==> src/rtl/dirc_pkg.sv <==
package dirc_pkg;

  typedef enum logic [1:0] {
    BLK_NONE = 2'd0,
    BLK_SHR  = 2'd1,
    BLK_EXC  = 2'd2
  } blk_st_e;

  typedef enum logic [1:0] {
    CT_IDLE  = 2'd0,
    CT_WAIT  = 2'd1,
    CT_REPLY = 2'd2
  } ctl_st_e;

  localparam logic MK_INV   = 1'b0;
  localparam logic MK_FETCH = 1'b1;

endpackage

==> src/rtl/dirc_store.sv <==
module dirc_store
  import dirc_pkg::*;
#(
  parameter int NN = 4,
  parameter int NB = 8,
  localparam int AW = (NB > 1) ? $clog2(NB) : 1
) (
  input  logic          clk,
  input  logic          rst_n,
  input  logic [AW-1:0] rd_blk,
  output blk_st_e       rd_st,
  output logic [NN-1:0] rd_vec,
  input  logic          we,
  input  logic [AW-1:0] wr_blk,
  input  blk_st_e       wr_st,
  input  logic [NN-1:0] wr_vec
);

  blk_st_e       st_q  [NB];
  logic [NN-1:0] vec_q [NB];

  for (genvar b = 0; b < NB; b++) begin : g_ent
    logic ent_en;
    assign ent_en = we && (wr_blk == AW'(b));
    always_ff @(posedge clk or negedge rst_n) begin
      if (!rst_n) begin
        st_q[b]  <= BLK_NONE;
        vec_q[b] <= '0;
      end else if (ent_en) begin
        st_q[b]  <= wr_st;
        vec_q[b] <= wr_vec;
      end
    end
  end

  assign rd_st  = st_q[rd_blk];
  assign rd_vec = vec_q[rd_blk];


  excl_single_owner_chk: assert property (@(posedge clk) disable iff (!rst_n)
    (we && wr_st == BLK_EXC) |-> ($countones(wr_vec) == 1));


  shared_nonempty_chk: assert property (@(posedge clk) disable iff (!rst_n)
    (we && wr_st == BLK_SHR) |-> (wr_vec != '0));

endmodule

==> src/rtl/dirc_seq.sv <==
module dirc_seq #(
  parameter int NN = 4,
  localparam int NW = (NN > 1) ? $clog2(NN) : 1,
  localparam int CW = $clog2(NN + 1)
) (
  input  logic          clk,
  input  logic          rst_n,
  input  logic          start,
  input  logic [NN-1:0] mask,
  input  logic          kind,
  input  logic          ack_valid,
  output logic          msg_valid,
  output logic          msg_kind,
  output logic [NW-1:0] msg_node,
  output logic          done
);

  logic [NN-1:0] pend_q, pend_d;
  logic [CW-1:0] cnt_q, cnt_d;
  logic          act_q, act_d;
  logic          kind_q, kind_d;
  logic [NW-1:0] low;
  logic          send, take, en;

  always_comb begin
    low = '0;
    for (int i = NN - 1; i >= 0; i--) begin
      if (pend_q[i]) low = NW'(i);
    end
  end

  assign send = act_q && (pend_q != '0);
  assign take = act_q && ack_valid && (cnt_q != '0);
  assign done = act_q && (pend_q == '0) && (cnt_q == '0);
  assign en   = start || act_q;

  always_comb begin
    pend_d = pend_q;
    cnt_d  = cnt_q;
    act_d  = act_q;
    kind_d = kind_q;
    if (start) begin
      pend_d = mask;
      cnt_d  = '0;
      act_d  = 1'b1;
      kind_d = kind;
    end else begin
      if (send) pend_d[low] = 1'b0;
      cnt_d = cnt_q + CW'(send) - CW'(take);
      if (done) act_d = 1'b0;
    end
  end

  always_ff @(posedge clk or negedge rst_n) begin
    if (!rst_n) begin
      pend_q <= '0;
      cnt_q  <= '0;
      act_q  <= 1'b0;
      kind_q <= 1'b0;
    end else if (en) begin
      pend_q <= pend_d;
      cnt_q  <= cnt_d;
      act_q  <= act_d;
      kind_q <= kind_d;
    end
  end

  assign msg_valid = send;
  assign msg_kind  = kind_q;
  assign msg_node  = low;


  one_msg_per_cycle_chk: assert property (@(posedge clk) disable iff (!rst_n)
    msg_valid |=> ($countones(pend_q) == $countones($past(pend_q)) - 1));


  msg_to_pending_chk: assert property (@(posedge clk) disable iff (!rst_n)
    msg_valid |=> !pend_q[$past(msg_node)]);

endmodule

==> src/rtl/dirc_ctrl.sv <==
module dirc_ctrl
  import dirc_pkg::*;
#(
  parameter int NN = 4,
  parameter int NB = 8,
  localparam int NW = (NN > 1) ? $clog2(NN) : 1,
  localparam int AW = (NB > 1) ? $clog2(NB) : 1
) (
  input  logic          clk,
  input  logic          rst_n,
  input  logic          req_valid,
  input  logic          req_write,
  input  logic [NW-1:0] req_node,
  input  logic [AW-1:0] req_blk,
  output logic          rsp_valid,
  output logic          rsp_excl,
  output logic [NW-1:0] rsp_node,
  output logic [AW-1:0] rsp_blk,
  output logic          msg_valid,
  output logic          msg_fetch,
  output logic [NW-1:0] msg_node,
  output logic [AW-1:0] msg_blk,
  input  logic          ack_valid,
  output logic          rty_valid,
  output logic [NW-1:0] rty_node,
  output logic [AW-1:0] rty_blk
);

  ctl_st_e       ctl_q, ctl_d;
  logic [NW-1:0] node_q;
  logic [AW-1:0] blk_q;
  logic          excl_q;
  blk_st_e       nst_q;
  logic [NN-1:0] nvec_q;

  blk_st_e       rd_st;
  logic [NN-1:0] rd_vec;
  logic [NN-1:0] req_bit;

  blk_st_e       nst_c;
  logic [NN-1:0] nvec_c;
  logic [NN-1:0] mask_c;
  logic          kind_c;
  logic          excl_c;

  logic          accept, seq_start, seq_done;
  logic          rty_q;
  logic [NW-1:0] rty_node_q;
  logic [AW-1:0] rty_blk_q;

  dirc_store #(.NN(NN), .NB(NB)) i_store (
    .clk    (clk),
    .rst_n  (rst_n),
    .rd_blk (req_blk),
    .rd_st  (rd_st),
    .rd_vec (rd_vec),
    .we     (ctl_q == CT_REPLY),
    .wr_blk (blk_q),
    .wr_st  (nst_q),
    .wr_vec (nvec_q)
  );

  assign accept    = req_valid && (ctl_q == CT_IDLE);
  assign req_bit   = NN'(1) << req_node;
  assign seq_start = accept && (mask_c != '0);

  always_comb begin
    nst_c  = rd_st;
    nvec_c = rd_vec;
    mask_c = '0;
    kind_c = MK_INV;
    excl_c = req_write;
    unique case (rd_st)
      BLK_SHR: begin
        if (req_write) begin
          nst_c  = BLK_EXC;
          nvec_c = req_bit;
          mask_c = rd_vec & ~req_bit;
        end else begin
          nvec_c = rd_vec | req_bit;
        end
      end
      BLK_EXC: begin
        if (rd_vec == req_bit) begin
          excl_c = 1'b1;
        end else if (req_write) begin
          nvec_c = req_bit;
          mask_c = rd_vec;
        end else begin
          nst_c  = BLK_SHR;
          nvec_c = rd_vec | req_bit;
          mask_c = rd_vec;
          kind_c = MK_FETCH;
        end
      end
      default: begin
        nst_c  = req_write ? BLK_EXC : BLK_SHR;
        nvec_c = req_bit;
      end
    endcase
  end

  dirc_seq #(.NN(NN)) i_seq (
    .clk       (clk),
    .rst_n     (rst_n),
    .start     (seq_start),
    .mask      (mask_c),
    .kind      (kind_c),
    .ack_valid (ack_valid),
    .msg_valid (msg_valid),
    .msg_kind  (msg_fetch),
    .msg_node  (msg_node),
    .done      (seq_done)
  );

  always_comb begin
    ctl_d = ctl_q;
    unique case (ctl_q)
      CT_IDLE:  if (accept) ctl_d = seq_start ? CT_WAIT : CT_REPLY;
      CT_WAIT:  if (seq_done) ctl_d = CT_REPLY;
      default:  ctl_d = CT_IDLE;
    endcase
  end

  always_ff @(posedge clk or negedge rst_n) begin
    if (!rst_n) ctl_q <= CT_IDLE;
    else        ctl_q <= ctl_d;
  end

  always_ff @(posedge clk or negedge rst_n) begin
    if (!rst_n) begin
      node_q <= '0;
      blk_q  <= '0;
      excl_q <= 1'b0;
      nst_q  <= BLK_NONE;
      nvec_q <= '0;
    end else if (accept) begin
      node_q <= req_node;
      blk_q  <= req_blk;
      excl_q <= excl_c;
      nst_q  <= nst_c;
      nvec_q <= nvec_c;
    end
  end

  always_ff @(posedge clk or negedge rst_n) begin
    if (!rst_n) begin
      rty_q      <= 1'b0;
      rty_node_q <= '0;
      rty_blk_q  <= '0;
    end else begin
      rty_q <= req_valid && (ctl_q != CT_IDLE);
      if (req_valid) begin
        rty_node_q <= req_node;
        rty_blk_q  <= req_blk;
      end
    end
  end

  assign rsp_valid = (ctl_q == CT_REPLY);
  assign rsp_excl  = excl_q;
  assign rsp_node  = node_q;
  assign rsp_blk   = blk_q;
  assign msg_blk   = blk_q;
  assign rty_valid = rty_q;
  assign rty_node  = rty_node_q;
  assign rty_blk   = rty_blk_q;


  retry_only_when_busy_chk: assert property (@(posedge clk) disable iff (!rst_n)
    rty_valid |-> ($past(req_valid) && $past(ctl_q) != CT_IDLE));


  single_grant_chk: assert property (@(posedge clk) disable iff (!rst_n)
    rsp_valid |=> !rsp_valid);


  no_grant_with_msg_chk: assert property (@(posedge clk) disable iff (!rst_n)
    msg_valid |-> !rsp_valid);


  grant_after_drain_chk: assert property (@(posedge clk) disable iff (!rst_n)
    (rsp_valid && $past(ctl_q) == CT_WAIT) |-> !$past(msg_valid));

endmodule

==> config.mk <==
export PLATFORM = sky130hd
export DESIGN_NAME = dirc_ctrl
export DESIGN_NICKNAME = d
export VERILOG_FILES = /design/src/rtl/dirc_pkg.sv /design/src/rtl/dirc_store.sv /design/src/rtl/dirc_seq.sv /design/src/rtl/dirc_ctrl.sv
export SDC_FILE = /design/constraint.sdc
export NUM_CORES = 1
export LEC_CHECK = 0
export ABC_AREA = 1
export BUFFER_PORTS_ARGS = -buffer_cell sky130_fd_sc_hd__buf_2
export CAP_MARGIN = 25
export CORE_UTILIZATION = 25
export CTS_BUF_LIST = sky130_fd_sc_hd__clkbuf_2 sky130_fd_sc_hd__clkbuf_4 sky130_fd_sc_hd__clkbuf_8
export DETAILED_ROUTE_END_ITERATION = 7
export SETUP_SLACK_MARGIN = 0.15
export SLEW_MARGIN = 0
export SYNTH_ARGS = -nofsm -noshare
export SYNTH_HDL_FRONTEND = slang
export SYNTH_SLANG_ARGS = --single-unit
==> constraint.sdc <==
create_clock -name clk -period 2.7 [get_ports clk]
set_input_delay 0.54 -clock clk [delete_from_list [all_inputs] [get_ports clk]]
set_output_delay 0.54 -clock clk [all_outputs]
set_load 0.01 [all_outputs]
Word-level counts from Yosys, hierarchy flattened
Cells that the tools add are included.

Register bits: 77. Bits in latches: 0. RAM bits: 0. Memory bits (read-only): 0. Input port bits: 10. Memories: 0.

Add/subtract/negate cells: 2. Multiply operators: 0. Div/mod/pow operators: 0. Order comparisons: 3. Equality and inequality tests: 14. Shift operators: 1. Mux-type cells: 37. Bitwise operators: 6. Reductions and logical operators: 32.

Operators with widths (count): 2-to-1 mux 4 bit (8); 2-to-1 mux 2 bit (13); logical AND 1 bit (17); one-hot mux 4 bit (2 select lines) (2); binary-select mux 4 bit (select 3 bit) (1); == test 3 bit (second input constant) (4); bitwise AND 4 bit (2); 2-to-1 mux 1 bit (8); inverter 4 bit (2); one-hot mux 2 bit (2 select lines) (2); AND reduction 2 bit (4); nonzero test 4 bit (2); binary-select mux 2 bit (select 3 bit) (1); == test 3 x 2 -> 1 bit (second input constant) (2); zero test 3 bit (2); nonzero test 2 bit (3); == test 2 x 1 -> 1 bit (second input constant) (2); == test 2 bit (second input constant) (2); == test 4 bit (1); >= comparator 4 bit (second input constant) (1); zero test 4 bit (1); inverter 3 -> 4 bit (1); bitwise OR 4 bit (1); << shifter 1 x 2 -> 4 bit (first input constant) (1); other kinds (12) (12).

Logic depth before layout (Yosys ltp)
Gate-level depths: netlist of the first run.

Word-level depth: 12. Mapped depth: 21. Depth with buffers taken out: 20.

Cells and area by module
From an unflattened synthesis of the first run, not the netlist that was laid out.

Cells, all modules: 582. Area total of the unflattened synthesis: 4261.6 µm².

By module, submodules not included: dirc_store (times used 1, cells an instance 335, area an instance 2411.1 µm², sequential area each 1201.2 µm²); dirc_ctrl (times used 1, cells an instance 177, area an instance 1316.3 µm², sequential area each 500.5 µm²); dirc_seq (times used 1, cells an instance 70, area an instance 534.3 µm², sequential area each 225.2 µm²).

Least setup slack after synthesis of the first run
No wires, ideal clock.

Path kind: input to register. From: in req_blk[0]. To: reg ctl_q[1]. Data arrival time: 2.491 ns. Setup slack: 0.078 ns. Cell stages on the path: 20. Buffers on the path: 3. Cells stage by stage: inv_1 > buf_4 > buf_2 > a21oi_1 > o21ai_0 > nand2_1 > inv_1 > o21a_1 > inv_1 > ha_1 > inv_1 > nor2_1 > nand3_1 > nand2_1 > o21ai_1 > nand2_1 > nand2_2 > buf_6 > inv_4 > a21oi_2.

Longest elaborated chain between the ends: 12. Elaborated cells between the ends (all ways): 19. Classes of those cells: 3 x eq/ne; 12 x mux; 2 x bitwise; 2 x reduce/logical.

RTL lines: from (decl) (RTL line dirc_ctrl.sv:14) `input logic [AW-1:0] req_blk,`; inverter 3 -> 4 bit (not written as such) (*) (RTL line dirc_store.sv:36, dirc_store.sv:37); binary-select mux 4 bit (select 3 bit) (RTL line dirc_store.sv:37) `assign rd_vec = vec_q[rd_blk];`; 2-to-1 mux 4 bit (not written as such) (2 in a row) (RTL line dirc_store.sv:37); == test 4 bit / bitwise AND 4 bit (equally long branches) (RTL line dirc_ctrl.sv:84, dirc_ctrl.sv:78); 2-to-1 mux 4 bit (on tied branches) (RTL line dirc_ctrl.sv:84, dirc_ctrl.sv:75); one-hot mux 4 bit (2 select lines) (*) (RTL line dirc_ctrl.sv:73) `unique case (rd_st)`; nonzero test 4 bit (*) (RTL line dirc_ctrl.sv:65) `assign seq_start = accept && (mask_c != '0);`; logical AND 1 bit (*) (RTL line dirc_ctrl.sv:65); 2-to-1 mux 2 bit (*) (2 in a row) (RTL line dirc_ctrl.sv:119) `CT_IDLE: if (accept) ctl_d = seq_start ? CT_WAIT : CT_REPLY;`; one-hot mux 2 bit (2 select lines) (*) (RTL line dirc_ctrl.sv:118) `unique case (ctl_q)`; to (signal assigned) (RTL line dirc_ctrl.sv:127) `else ctl_q <= ctl_d;`; to (decl) (RTL line dirc_ctrl.sv:29) `ctl_st_e ctl_q, ctl_d;`.

Every way passes the cells marked *; elsewhere a longest branch is shown, timed or not. The select of a mux whose other input is x is not followed. A chain may end at the register's enable or synchronous reset.

Worst setup path in the final report of the first run
From: in req_blk[0]. To: reg i_seq.cnt_q[0].

Longest elaborated chain between the ends: 10. Elaborated cells between the ends (all ways): 18. Classes of those cells: 3 x eq/ne; 10 x mux; 2 x bitwise; 3 x reduce/logical.

RTL lines: inverter 3 -> 4 bit (not written as such) (*) (RTL line dirc_store.sv:36, dirc_store.sv:37); binary-select mux 4 bit (select 3 bit) (RTL line dirc_store.sv:37); 2-to-1 mux 4 bit (not written as such) (2 in a row) (RTL line dirc_store.sv:37); == test 4 bit / bitwise AND 4 bit (equally long branches) (RTL line dirc_ctrl.sv:84, dirc_ctrl.sv:78); 2-to-1 mux 4 bit (on tied branches) (RTL line dirc_ctrl.sv:84, dirc_ctrl.sv:75); one-hot mux 4 bit (2 select lines) (*) (RTL line dirc_ctrl.sv:73); nonzero test 4 bit (*) (RTL line dirc_ctrl.sv:65); logical AND 1 bit (*) (RTL line dirc_ctrl.sv:65); 2-to-1 mux 3 bit / logical OR 1 bit (equally long branches) (RTL line dirc_seq.sv:42, dirc_seq.sv:35); to (signal assigned) (RTL line dirc_seq.sv:62) `cnt_q <= cnt_d;`; to (decl) (RTL line dirc_seq.sv:19) `logic [CW-1:0] cnt_q, cnt_d;`.

Marks and branches as above.

==> summary.md, run 1 <==
| Metric | Value |
|---|---|
| Status | `finished clean` |
| Initial Utilization | `25.4%` |
| VDD IR-drop max | `0.388 mV` |
| Num rows | `46` |
| Adder-cell share of the synthesized area | `4.23%` |
| Max-slew violation count | `0` |
| Post-Syn Instances | `519` |
| Min Hold Slack | `153 ps` |
| Total gr overflow | `0` |
| Antenna violations before repair | `0` |
| Worst path max stage delay | `310 ps` |
| Via count | `3,436` |
| Inserted Diodes | `0` |
| Most common cell on crit path | `nand2_1` |
| Simple-gate share of the synthesized area | `21.9%` |
| Relative slew slack | `47.4%` |
| Worst path arrival time | `2670 ps` |
| H-tree levels | `3` |
| Die H | `129 µm` |
| Final setup fails | `0` |
| Syn Std Cell Area | `4030 µm²` |
| Vias in the first global route | `3,230` |
| Critical path startpoint category | `primary input` |
| Total track usage | `12.9%` |
| IO buf count | `29` |
| Synth top area share | `47.9%` |
| DP HPWL | `7.23 mm` |
| Core area | `15,800 µm²` |
| Largest family of logic cells by synthesized area | `simple AND/OR/NAND/NOR gates` |
| EDFF count, synth | `0` |
| Clk buf depth | `2` |
| Crit path required time | `3000 ps` |
| Final hold viol count | `0` |
| DIE WIDTH | `129 µm` |
| Syn_nets | `542` |
| Root buf cell | `clkbuf_8` |
| Seq cells post-synth | `77` |
| Iter 0 DRT Violations | `215` |
| Largest net degree at the start of global routing | `40` |
| First-pass GRT wire length | `16.5 mm` |
| CP max-delay cell | `ha_1` |
| Final Cycle Share | `88.0%` |
| Post-layout minimum cycle time | `2380 ps` |
| Worst-Margin Slew | `785 ps` |
| Num ports | `30` |
| Worst setup EP type | `flop` |
| Clock sink count | `77` |
| GPL Wtd Cong | `0.885` |
| DR WL/cell | `12.7 µm` |
| Cell Chain, Critical Path | `clkbuf_4 -> inv_4 -> buf_12 -> nand2_1 -> nand3_1 -> nand3_1 -> nand2_1 -> ha_1 -> nor2_2 -> nand2_1 -> inv_2 -> nor2_4 -> nand3_1 -> nand2_1 -> o21ai_1 -> nand2_2 -> nand2_2 -> inv_4 -> a21oi_2` |
| Primary FF master, synth | `dfrtp_1` |
| RSZ-0062 raised after global routing | `yes` |
| DRC Markers | `0` |
| Synth Area in Compound Gates | `15.6%` |
| Distinct cells, synth | `31` |
| Post-Syn Area per Cell | `7.76 µm²` |
| YS warnings | `0` |
| Post-CTS Hold Buffers | `0` |
| Leak | `2.45 nW` |
| Synth Area in XOR/XNOR | `0.218%` |
| Synth area leaders | `dfrtp_1 (48%), nand2_1 (13%), o21ai_0 (10%)` |
| Final WL | `10.1 mm` |
| Maxcap violations | `0` |
| Layout area overhead | `21.9%` |
| Power per cell area | `940 nW/µm²` |
| Critical path peak fanout | `11` |
| Nets | `595` |
| Layout cells sized above 1 | `18.0%` |
| Core Util, Final | `31.0%` |
| Die Footprint | `16,600 µm²` |
| Dominant cell type by area after synthesis | `dfrtp_1` |
| DRT antenna net count | `0` |
| DR pass1 iterations | `4` |
| Worst-Skew Late Latency | `360 ps` |
| Worst hold path type | `in2async` |
| Mux cell area share after synthesis | `0%` |
| Worst-path clk slew | `80 ps` |
| CTS tree | `built` |
| Synth async-reset ratio | `100%` |
| Number of CTS-inserted buffers | `9` |
| Skew final | `7.69 ps` |
| CP top delay family | `simple AND/OR/NAND/NOR gates` |
| Vias per std cell | `4.33` |
| WS Path Type | `in2reg` |
| CP bufs+invs | `5` |
| Max Freq | `0.421 GHz` |
| Sequential-to-total area share from yosys stat | `47.9%` |
[layer usage]
| metal | GRT usage [%] | share of wire [%] |
|---|---|---|
| met5 | 0 | 0 |
| met4 | 4.36 | 1.8 |
| met3 | 2.54 | 3.7 |
| met2 | 20.4 | 46 |
| met1 | 17.6 | 49 |
[layout by cell type (no fill, tap or decap), drive strengths merged]
| master | count |
|---|---|
| a21boi | 1 |
| a21oi | 18 |
| a22oi | 1 |
| a31oi | 1 |
| buf | 63 |
| bufinv | 1 |
| clkbuf | 14 |
| clkinv | 2 |
| clkinvlp | 2 |
| dfrtp | 77 |
| fa | 1 |
| ha | 12 |
| inv | 70 |
| nand2 | 144 |
| nand3 | 37 |
| nor2 | 33 |
| nor3 | 4 |
| o211ai | 6 |
| o21a | 1 |
| o21ai | 85 |
| o221ai | 1 |
| o22ai | 2 |
| xnor2 | 1 |
[where the power goes]
group | leakage, nW | internal (mW) | total (mW) | switching [mW]
clock | 0.102 | 0.477 | 0.920 | 0.443
combinational | 1.36 | 0.705 | 1.79 | 1.08
sequential | 0.990 | 1.61 | 1.90 | 0.293
[per-stage QoR]
| stage | total power, mW | instances | worst slack [ps] | setup TNS, ps | instance area, µm² |
|---|---|---|---|---|---|
| 6_report | 4.61 | 793 | 323 | 0 | 4910 |
| 3_3_place_gp | 3.65 | 773 | -134 | -1200 | 4590 |
| 2_1_floorplan | 3.06 | 519 | 154 | 0 | 4030 |
| 4_1_cts | 4.59 | 789 | 240 | 0 | 4800 |
| 3_5_place_dp | 3.66 | 773 | -148 | -1220 | 4590 |
| 5_1_grt | 5.03 | 793 | 138 | 0 | 4910 |
[sequential cells by signal, indices dropped and copies added (netlist names)]
register and count:
msg_blk 3, rty_blk 3, i_store.st_q 16, i_seq.pend_q 4, i_seq.msg_kind 1, i_store.vec_q 32
nvec_q 4, i_seq.cnt_q 3, i_seq.act_q 1, nst_q 2, ctl_q 2, rty_node 2
rty_valid 1, rsp_node 2, rsp_excl 1
[repair_timing]
| item | CTS | global route |
|---|---|---|
| endpoints found under the setup margin | 0 | 14 |
| resized for setup | 0 | 15 |
| buffers inserted | 0 | 1 |
[synth_stat cells (3+ instances only)]
library cell,instances
nand2_1,141
o21ai_0,81
dfrtp_1,77
inv_1,68
nand3_1,37
nor2_1,31
a21oi_1,16
clkbuf_1,14
ha_1,12
buf_4,4
nor3_1,4
o211ai_1,4
o21ai_1,4
buf_2,3
buf_6,3
[worst paths after layout]
check	start	end	slack [ps]	depth (start not counted)
worst max-delay path	req_blk[0]	i_seq.cnt_q[0]$_DFFE_PN0P_	320	19
worst min-delay path	rst_n	i_store.vec_q[3]$_DFFE_PN0P_	150	1
worst max register to register	i_seq.pend_q[1]$_DFFE_PN0P_	i_seq.cnt_q[2]$_DFFE_PN0P_	440	13
worst min register to register	i_store.st_q[10]$_DFFE_PN0P_	i_store.st_q[10]$_DFFE_PN0P_	480	2
max in group asynchronous	rst_n	i_seq.msg_kind$_DFFE_PN0P_	1950	2
min in group clk	i_store.st_q[10]$_DFFE_PN0P_	i_store.st_q[10]$_DFFE_PN0P_	480	2
[area by class of cell]
class                      instances  area (µm²)
clock buffer                      11         151
clock inverter                     5        58.8
fill                            1661       10900
inverter                          70         268
multi-input combinational        348        1730
sequential                        77        1930
tap                              216         270
timing repair buffer              66         500
[worst register-to-register path, stage by stage (launching register included)]
cell and delay [ps]:
dfrtp_1 420, nor2_1 90, nand2_1 60, inv_1 50, nor2_1 130, inv_2 100
ha_1 280, inv_1 40, ha_1 180, fa_1 380, o21ai_1 140, a21oi_1 60
xnor2_1 180, nor2_2 60
[kinds of logic after synthesis]
logic type / count (synthesis)
compound gates: 116
xor+xnor: 1
fa+ha+maj: 13
buf+inv: 95
flops: 77
simple gates: 217
No activity file was read; power rests on OpenSTA's default activity.
==> inputs of run 2 (changes only) <==
--- a/config.mk
+++ b/config.mk
@@ -12,7 +12,8 @@
 export CTS_BUF_LIST = sky130_fd_sc_hd__clkbuf_2 sky130_fd_sc_hd__clkbuf_4 sky130_fd_sc_hd__clkbuf_8
 export DETAILED_ROUTE_END_ITERATION = 7
 export SETUP_SLACK_MARGIN = 0.15
-export SLEW_MARGIN = 0
+export SLEW_MARGIN = 20
 export SYNTH_ARGS = -nofsm -noshare
 export SYNTH_HDL_FRONTEND = slang
+export SYNTH_HIERARCHICAL = 1
 export SYNTH_SLANG_ARGS = --single-unit
==> run 2 against run 1 <==
  * Register-to-register slack better by 90 ps
  * Synthesized cell count up 12%
  * First-iteration DRC count up 2.3%
  * Non-clock buffer count down 11
  * Largest cell class unchanged
  * Clock-buffer cell count down 1
  * Critical path type unchanged
  * Critical path depth up 2
  * Sequential share of layout area down 0.80 points
  * Maximum frequency up 4.6%
==> summary.md, run 2 <==
| Metric | Value |
|---|---|
| Status | `finished clean` |
| Detail Route met2 WL | `4.30 mm (-6.8%)` |
| Vias per std cell | `4.21 (-2.8%)` |
| Iter 0 DRT Violations | `220 (+2.3%)` |
| Post-CTS Hold Buffers | `0 (unchanged)` |
| Leak | `2.66 nW (+8.6%)` |
| Largest net degree at the start of global routing | `41 (+2.5%)` |
| Critical path startpoint category | `primary input` |
| Syn_nets | `605 (+12%)` |
| Final setup fails | `0 (unchanged)` |
| Inserted Diodes | `0 (unchanged)` |
| First-pass GRT wire length | `17.1 mm (+3.3%)` |
| Synth async-reset ratio | `100% (unchanged)` |
| Primary FF master, synth | `dfrtp_1` |
| Post-layout minimum cycle time | `2270 ps (-104 ps)` |
| Worst-path clk slew | `80 ps (about the same)` |
| DR WL met3 | `466 µm (+25%)` |
| Dominant cell type by area after synthesis | `dfrtp_1` |
| Num ports | `30 (unchanged)` |
| DRT antenna net count | `0 (unchanged)` |
| DR WL/cell | `11.7 µm (-7.9%)` |
| Worst path arrival time | `2550 ps (-120 ps)` |
| Max reg flops | `32 (unchanged)` |
| RSZ-0062 raised after global routing | `no` |
| Core area | `16,600 µm² (+5.1%)` |
| CTS tree | `built` |
| Commonest cells after routing, fill and taps aside | `nand2_1 (206), inv_1 (90), dfrtp_1 (77)` |
| Nets | `648 (+8.9%)` |
| Maxcap violations | `0 (unchanged)` |
| Critical path peak fanout | `24 (+13)` |
| Post-Syn Area per Cell | `7.32 µm² (-5.6%)` |
| Total gr overflow | `0 (unchanged)` |
| VDD IR-drop max | `0.295 mV (-24%)` |
| Worst hold path type | `in2async` |
| Via count | `3,576 (+4.1%)` |
| GPL Wtd Cong | `0.787 (-11%)` |
| Seq cells post-synth | `77 (unchanged)` |
| Post-Syn Instances | `582 (+12%)` |
| Worst-Margin Slew | `544 ps (-241 ps)` |
| DRC Markers | `0 (unchanged)` |
| Power per cell area | `893 nW/µm² (-5.0%)` |
| Cell with the most instances after synthesis | `nand2_1` |
| DIE WIDTH | `133 µm (+2.8%)` |
| Min Hold Slack | `151 ps (-2.37 ps)` |
| Root buf cell | `clkbuf_8` |
| Worst setup EP type | `flop` |
| Number of CTS-inserted buffers | `9 (unchanged)` |
| H-tree levels | `3 (unchanged)` |
| Distinct cells, synth | `29 (-6.5%)` |
| Final hold viol count | `0 (unchanged)` |
| Die Footprint | `17,600 µm² (+5.8%)` |
| IO buf count | `29 (unchanged)` |
| Uppermost layer routed | `met5` |
| Antenna violations before repair | `1 (+1)` |
| Core Util, Final | `30.1% (-0.90 points)` |
| Max Freq | `0.440 GHz (+4.6%)` |
| DP HPWL | `7.22 mm (-0.11%)` |
| Worst-Skew Late Latency | `360 ps (about the same)` |
| Final WL | `9.95 mm (-1.4%)` |
| Num rows | `47 (+2.2%)` |
| Vias in the first global route | `3,467 (+7.3%)` |
| Most frequent cells after synthesis | `nand2_1 (208), inv_1 (90), dfrtp_1 (77), o21ai_1 (51), nand3_1 (34)` |
| Relative slew slack | `63.6% (+16 points)` |
| Layout cells sized above 1 | `16.7% (-1.3 points)` |
| WS Path Type | `in2reg` |
| Synth top area share | `45.2% (-2.6 points)` |
| Synth area leaders | `dfrtp_1 (45%), nand2_1 (18%), inv_1 (7.9%)` |
| Total track usage | `12.2% (-0.66 points)` |
| Layout area overhead | `17.6%` |
| Final Cycle Share | `84.2% (-3.9 points)` |
| Finished Layout Cells | `849 (+7.1%)` |
| Skew final | `12.6 ps (+4.94 ps)` |
| Clock sink count | `77 (unchanged)` |
| Max-slew violation count | `0 (unchanged)` |
| Clk buf depth | `2 (unchanged)` |
| Setup Buffers After CTS | `0 (unchanged)` |
| Crit path required time | `2980 ps (-20 ps)` |
| YS warnings | `6 (+6)` |
| Initial Utilization | `25.6% (+0.17 points)` |
| Biggest register | `i_store/vec_q` |
| Sequential-to-total area share from yosys stat | `45.2% (-2.6 points)` |
| EDFF count, synth | `0 (unchanged)` |
| Commonest non-fill, non-tap cell in the layout | `nand2_1` |
| Placed Cells | `834 (+7.9%)` |
| Top Registers | `i_store/vec_q x32, i_store/st_q x16` |
| Die H | `133 µm (+2.8%)` |
| Final setup TNS | `0 ps (unchanged)` |
| Syn Std Cell Area | `4260 µm² (+5.8%)` |
| Routed length on met1 | `5.02 mm (+2.1%)` |
| DR pass1 iterations | `5 (+1)` |
## run 2: cell types whose count changed in the layout (fill, tap and decap cells not counted), sizes merged, moves of 2 or more
cell and delta:
nor2 -4, nand2 +71, buf -8, inv +31
a31oi +2, o21ai -16, clkbuf -4, nand3 -3
a21oi -8, o211ai -4
## run 2: final cells by class
class,count,area (µm²)
Sequential cell,77,1930
Multi-Input combinational cell,381,1860
Fill cell,1785,11600
Clock inverter,5,37.5
Inverter,101,384
Timing Repair Buffer,55,393
Tap cell,220,275
Clock buffer,10,131
## run 2: critical path: stages
cell and delay (ps):
buf_2 130, inv_2 70, buf_12 160, nand2_1 70, nand3_1 60, nand2_1 60
nand2_1 70, nand2_2 60, inv_1 90, ha_4 210, nor2_4 120, nand2_4 80
nand2_1 60, nand2_1 40, nand2_1 70, nand2_1 60, nor2_2 170, nor2_4 90
inv_4 120, nand2_1 70, o22ai_1 150
## run 2: final timing paths
| path | to | slack (ps) | cells after the start | startpoint |
|---|---|---|---|---|
| worst min register to register | i_seq/msg_kind$_DFFE_PN0P_ | 480 | 2 | i_seq/msg_kind$_DFFE_PN0P_ |
| worst max register to register | i_seq/cnt_q[1]$_DFFE_PN0N_ | 530 | 19 | i_store/vec_q[0]$_DFFE_PN0P_ |
| min in group clk | rty_blk[2]$_DFFE_PN0P_ | 440 | 3 | req_valid |
| worst min-delay path | i_seq/cnt_q[0]$_DFFE_PN0N_ | 150 | 1 | rst_n |
| worst max-delay path | i_seq/cnt_q[1]$_DFFE_PN0N_ | 430 | 21 | req_blk[0] |
| max in group asynchronous | i_store/st_q[10]$_DFFE_PN0P_ | 1950 | 2 | rst_n |
## run 2: power breakdown
group,leakage (nW),switching (mW),internal [mW]
sequential,1.00,0.277,1.59
clock,0.0822,0.447,0.342
combinational,1.58,1.13,0.697
total,2.66,1.85,2.62
## run 2: through the flow
stage / power, mW / area (µm²) / worst slack, ps
6_report: 4.47 / 5010 / 427
5_1_grt: 4.90 / 5010 / 162
4_1_cts: 4.53 / 5010 / 333
3_5_place_dp: 3.72 / 4840 / -42.0
3_3_place_gp: 3.69 / 4840 / -17.6
2_1_floorplan: 3.16 / 4320 / 167
## run 2: cells by family (layout without fill, tap and decap cells)
logic type                 after synthesis  after routing  share of synthesized area (%)
and+or+nand+nor                        283            283                           28.0
AOI/OAI and AO/OA                       85             85                           10.3
buffers and inverters                  124            171                           12.5
adders and majority gates               13             13                           3.99
DFF                                     77             77                           45.2
## run 2: routing by layer
| metal | up-vias | GRT usage, % |
|---|---|---|
| met3 | 15 | 2.41 |
| met2 | 68 | 18.6 |
| li1 | 1874 | - |
| met4 | 2 | 5.04 |
| met5 | - | 0 |
| met1 | 1617 | 17.0 |
## run 2: what timing repair did
action | 4_1_cts | 5_1_grt
endpoints found under the hold margin | 0 | 0
gates resized for setup | 0 | 1
endpoints found under the setup margin | 0 | 7
==> inputs of run 3 (changes only) <==
--- a/config.mk
+++ b/config.mk
@@ -5,7 +5,7 @@
 export SDC_FILE = /design/constraint.sdc
 export NUM_CORES = 1
 export LEC_CHECK = 0
-export ABC_AREA = 1
+export ABC_AREA = 0
 export BUFFER_PORTS_ARGS = -buffer_cell sky130_fd_sc_hd__buf_2
 export CAP_MARGIN = 25
 export CORE_UTILIZATION = 25
==> constraint.sdc (replaced) <==
create_clock -name clk -period 1.88 [get_ports clk]
set_input_delay 0.376 -clock clk [delete_from_list [all_inputs] [get_ports clk]]
set_output_delay 0.376 -clock clk [all_outputs]
set_load 0.01 [all_outputs]
==> run 3 against run 2 <==
  * The run now ends with setup timing left
  * Via count down 24%
  * Critical path depth fell by 12
  * Final area rose by 4.3%
  * Sequential cell count is the same
  * Die area down 4.0%
  * Routed wire length is 8.3% lower
==> summary.md, run 3 <==
| Metric | Value |
|---|---|
| Fillers | `1,598 (-10%)` |
| Post-Syn Area per Cell | `13.1 µm² (+79%)` |
| Total track usage | `11.4% (-0.89 points)` |
| Seq cells post-synth | `77 (unchanged)` |
| Clk buf depth | `2 (unchanged)` |
| Synth area leaders | `dfrtp_1 (47%), mux2_2 (18%), mux4_1 (7.7%)` |
| Final setup fails | `18 (+18)` |
| Int Pwr | `4.97 mW (+89%)` |
| Failing checks | `setup timing` |
| WHS Endpoint | `rsp_node[1]$_DFFE_PN0P_` |
| Skew final | `9.42 ps (-3.21 ps)` |
| Root buf cell | `clkbuf_8` |
| Num rows | `46 (-2.1%)` |
| Most frequent cells after synthesis | `dfrtp_1 (77), mux2_2 (65), nor2_1 (16)` |
| DRT antenna net count | `0 (unchanged)` |
| Num ports | `30 (unchanged)` |
| Multi-input logic area | `2140 µm² (+15%)` |
| Number of CTS-inserted buffers | `9 (unchanged)` |
| Die H | `130 µm (-2.0%)` |
| Psw | `2.80 mW (+51%)` |
| Clock sink count | `77 (unchanged)` |
| Final Cycle Share | `142%` |
| Largest net degree at the start of global routing | `34 (-17%)` |
| GPL Wtd Cong | `0.763 (-3.0%)` |
| Initial Utilization | `25.6% (+0.033 points)` |
| Syn Std Cell Area | `4090 µm² (-4.1%)` |
| Setup WS post-layout | `-785 ps (-1210 ps)` |
| Worst setup EP type | `flop` |
| Placed Instance Area | `4860 µm² (+0.39%)` |
| End of the worst register-to-register path | `i_seq/act_q$_DFFE_PN0P_` |
| DR pass1 iterations | `4 (-1)` |
| Relative slew slack | `73.8% (+10 points)` |
| DR WL/cell | `15.0 µm (+28%)` |
| Min Hold Slack | `399 ps (+248 ps)` |
| Iter 0 DRT Violations | `191 (-13%)` |
| Post-Syn Instances | `312 (-46%)` |
| Worst-path clk slew | `80 ps (about the same)` |
| First-pass GRT wire length | `14.4 mm (-16%)` |
| Flop pwr share | `36.4% (-5.2 points)` |
| Clock power share | `15.5% (-2.1 points)` |
| Total gr overflow | `0 (unchanged)` |
| Net Sw Frac | `36.0% (-5.3 points)` |
| DRC Markers | `0 (unchanged)` |
| DIE WIDTH | `130 µm (-2.0%)` |
| Commonest cells after routing, fill and taps aside | `dfrtp_1 (77), buf_4 (60), mux2_2 (59)` |
| Critical path startpoint category | `flop` |
| Critical path peak fanout | `6 (-75%)` |
| Distinct cells, synth | `53 (+83%)` |
| Nets | `413 (-36%)` |
| Core Util, Final | `32.8% (+2.7 points)` |
| Crit path from | `i_store/vec_q[8]$_DFFE_PN0P_` |
| Sequential-to-total area share from yosys stat | `47.1% (+1.9 points)` |
| Core area | `15,900 µm² (-4.2%)` |
| Inserted Diodes | `0 (unchanged)` |
| DP HPWL | `6.51 mm (-9.8%)` |
| Max-slew violation count | `0 (unchanged)` |
| YS warnings | `6 (unchanged)` |
| Primary FF master, synth | `dfrtp_1` |
| Worst-Margin Slew | `393 ps (-151 ps)` |
| Design area | `5230 µm² (+4.3%)` |
| Vias in the first global route | `2,756 (-21%)` |
| Top Registers | `i_store/vec_q x32, i_store/st_q x16` |
| Worst path arrival time | `2890 ps (+340 ps)` |
| H-tree levels | `3 (unchanged)` |
| IO buf count | `29 (unchanged)` |
| Biggest register | `i_store/vec_q` |
| Post-layout minimum cycle time | `2660 ps` |
| Status | `finished with violations` |
| Final WL | `9.13 mm (-8.3%)` |
| Synth async-reset ratio | `100% (unchanged)` |
| Power per cell area | `1490 nW/µm² (+66%)` |
| Crit path required time | `2110 ps (-870 ps)` |
| Max Freq | `0.375 GHz` |
| Worst R2R Start | `i_store/vec_q[8]$_DFFE_PN0P_` |
| Leak | `2.37 nW (-11%)` |
| Register-to-register setup slack | `-780 ps (-1310 ps)` |
| Maxcap violations | `0 (unchanged)` |
| Vias per std cell | `4.47 (+6.2%)` |
| Power share of the combinational group | `48.1% (+7.4 points)` |
| Dominant cell type by area after synthesis | `dfrtp_1` |
| Max reg flops | `32 (unchanged)` |
| RSZ-0062 raised after global routing | `yes` |
| Hold path start | `req_node[1]` |
| WS Path Type | `reg2reg` |
| Total power | `7.76 mW (+74%)` |
| Die Footprint | `16,900 µm² (-4.0%)` |
| Finished Layout Cells | `609 (-28%)` |
| Layout cells sized above 1 | `57.3% (+41 points)` |
| Syn_nets | `335 (-45%)` |
| Cell with the most instances after synthesis | `dfrtp_1` |
| Worst-Skew Late Latency | `350 ps (about the same)` |
| Hold path depth | `3` |
| Layout area overhead | `27.8%` |
| Synth top area share | `47.1% (+1.9 points)` |
| Final setup TNS | `-11,990 ps (-11,990 ps)` |
| Pre-CTS setup slack | `-1370 ps (-1320 ps)` |
| EDFF count, synth | `0 (unchanged)` |
| Reg2Reg Depth | `9 (-10)` |
| FF+latch area | `1930 µm² (unchanged)` |
| Commonest non-fill, non-tap cell in the layout | `dfrtp_1` |
| Via count | `2,724 (-24%)` |
| CTS tree | `built` |
| Worst hold path type | `in2reg` |
| VDD IR-drop max | `0.569 mV (+93%)` |
| Final hold viol count | `0 (unchanged)` |
| Placed Cells | `585 (-30%)` |
| Antenna violations before repair | `0 (-1)` |
==> run 3: cell types whose count changed after synthesis, sizes merged, moves of 4 or more <==
cell | previous run | this run
mux2 | 0 | 65
a32oi | 0 | 4
nand2 | 215 | 11
clkbuf | 2 | 6
nor2 | 29 | 16
o21ai | 69 | 11
nand3 | 34 | 1
mux4 | 0 | 12
inv | 100 | 12
==> run 3: cells by family (layout without fill, tap and decap cells) <==
logic type | Yosys count | count (layout) | share of synthesized area (%)
multiplexers | 78 | 78 | 25.9
flip-flops | 77 | 77 | 47.1
AND/OR/NAND/NOR | 58 | 58 | 9.06
AO/OA/AOI/OAI | 47 | 47 | 8.72
buffers and inverters | 38 | 119 | 4.84
adder cells (fa/ha/maj) | 13 | 13 | 4.16
XOR/XNOR | 1 | 1 | 0.214
==> run 3: how the worst max path moves through the flow <==
| stage | slack [ps] | cells past startpoint | endpoint |
|---|---|---|---|
| floorplan | -780 | 9 | i_seq/msg_kind$_DFFE_PN0P_ |
| global placement | -1280 | 11 | i_seq/cnt_q[2]$_DFFE_PN0N_ |
| detailed placement | -1370 | 11 | i_seq/cnt_q[2]$_DFFE_PN0N_ |
| CTS | -780 | 9 | i_seq/act_q$_DFFE_PN0P_ |
| global route | -850 | 9 | i_seq/act_q$_DFFE_PN0P_ |
| finish | -780 | 9 | i_seq/act_q$_DFFE_PN0P_ |
==> run 3: critical path: stages (launching register included) <==
cell and delay, ps:
dfrtp_1 380, mux4_2 460, mux2_4 310, inv_2 70
ha_4 190, o41a_1 480, o41ai_4 100, a211oi_4 150
buf_4 160, a211o_1 230
==> run 3: power groups by stage <==
stage | logic [mW] | registers (mW) | clock network (mW)
floorplan | 2.50 | 2.69 | 0
global placement | 3.38 | 2.79 | 0
detailed placement | 3.45 | 2.84 | 0
CTS | 3.63 | 2.81 | 1.25
global route | 4.05 | 2.94 | 1.30
finish | 3.74 | 2.83 | 1.20
==> run 3: area by class of cell <==
type                    count  area share [%]
clock inverters             4           0.982
well taps                 216            5.17
clock buffers              10            2.51
inverters                  12           0.862
flip-flops and latches     77            36.9
repair buffers             93            12.6
multi-input cells         197            40.9
==> run 3: timing repair <==
action / 4_1_cts / 5_1_grt
gates resized for setup: 19 / 14
setup endpoints to repair: 19 / 36
pin swaps: 5 / 4
setup buffers: 5 / 4
cloned: 0 / 0
hold buffers: 1 / 0
hold endpoints to repair: 25 / 0
==> run 3: routing by layer <==
layer	share of wire (%)	vias up	GRT usage (%)
li1	-	1298	-
met2	50	39	18.8
met3	3.5	7	3.24
met4	1.1	0	3.90
met5	0	-	0
met1	46	1380	14.2
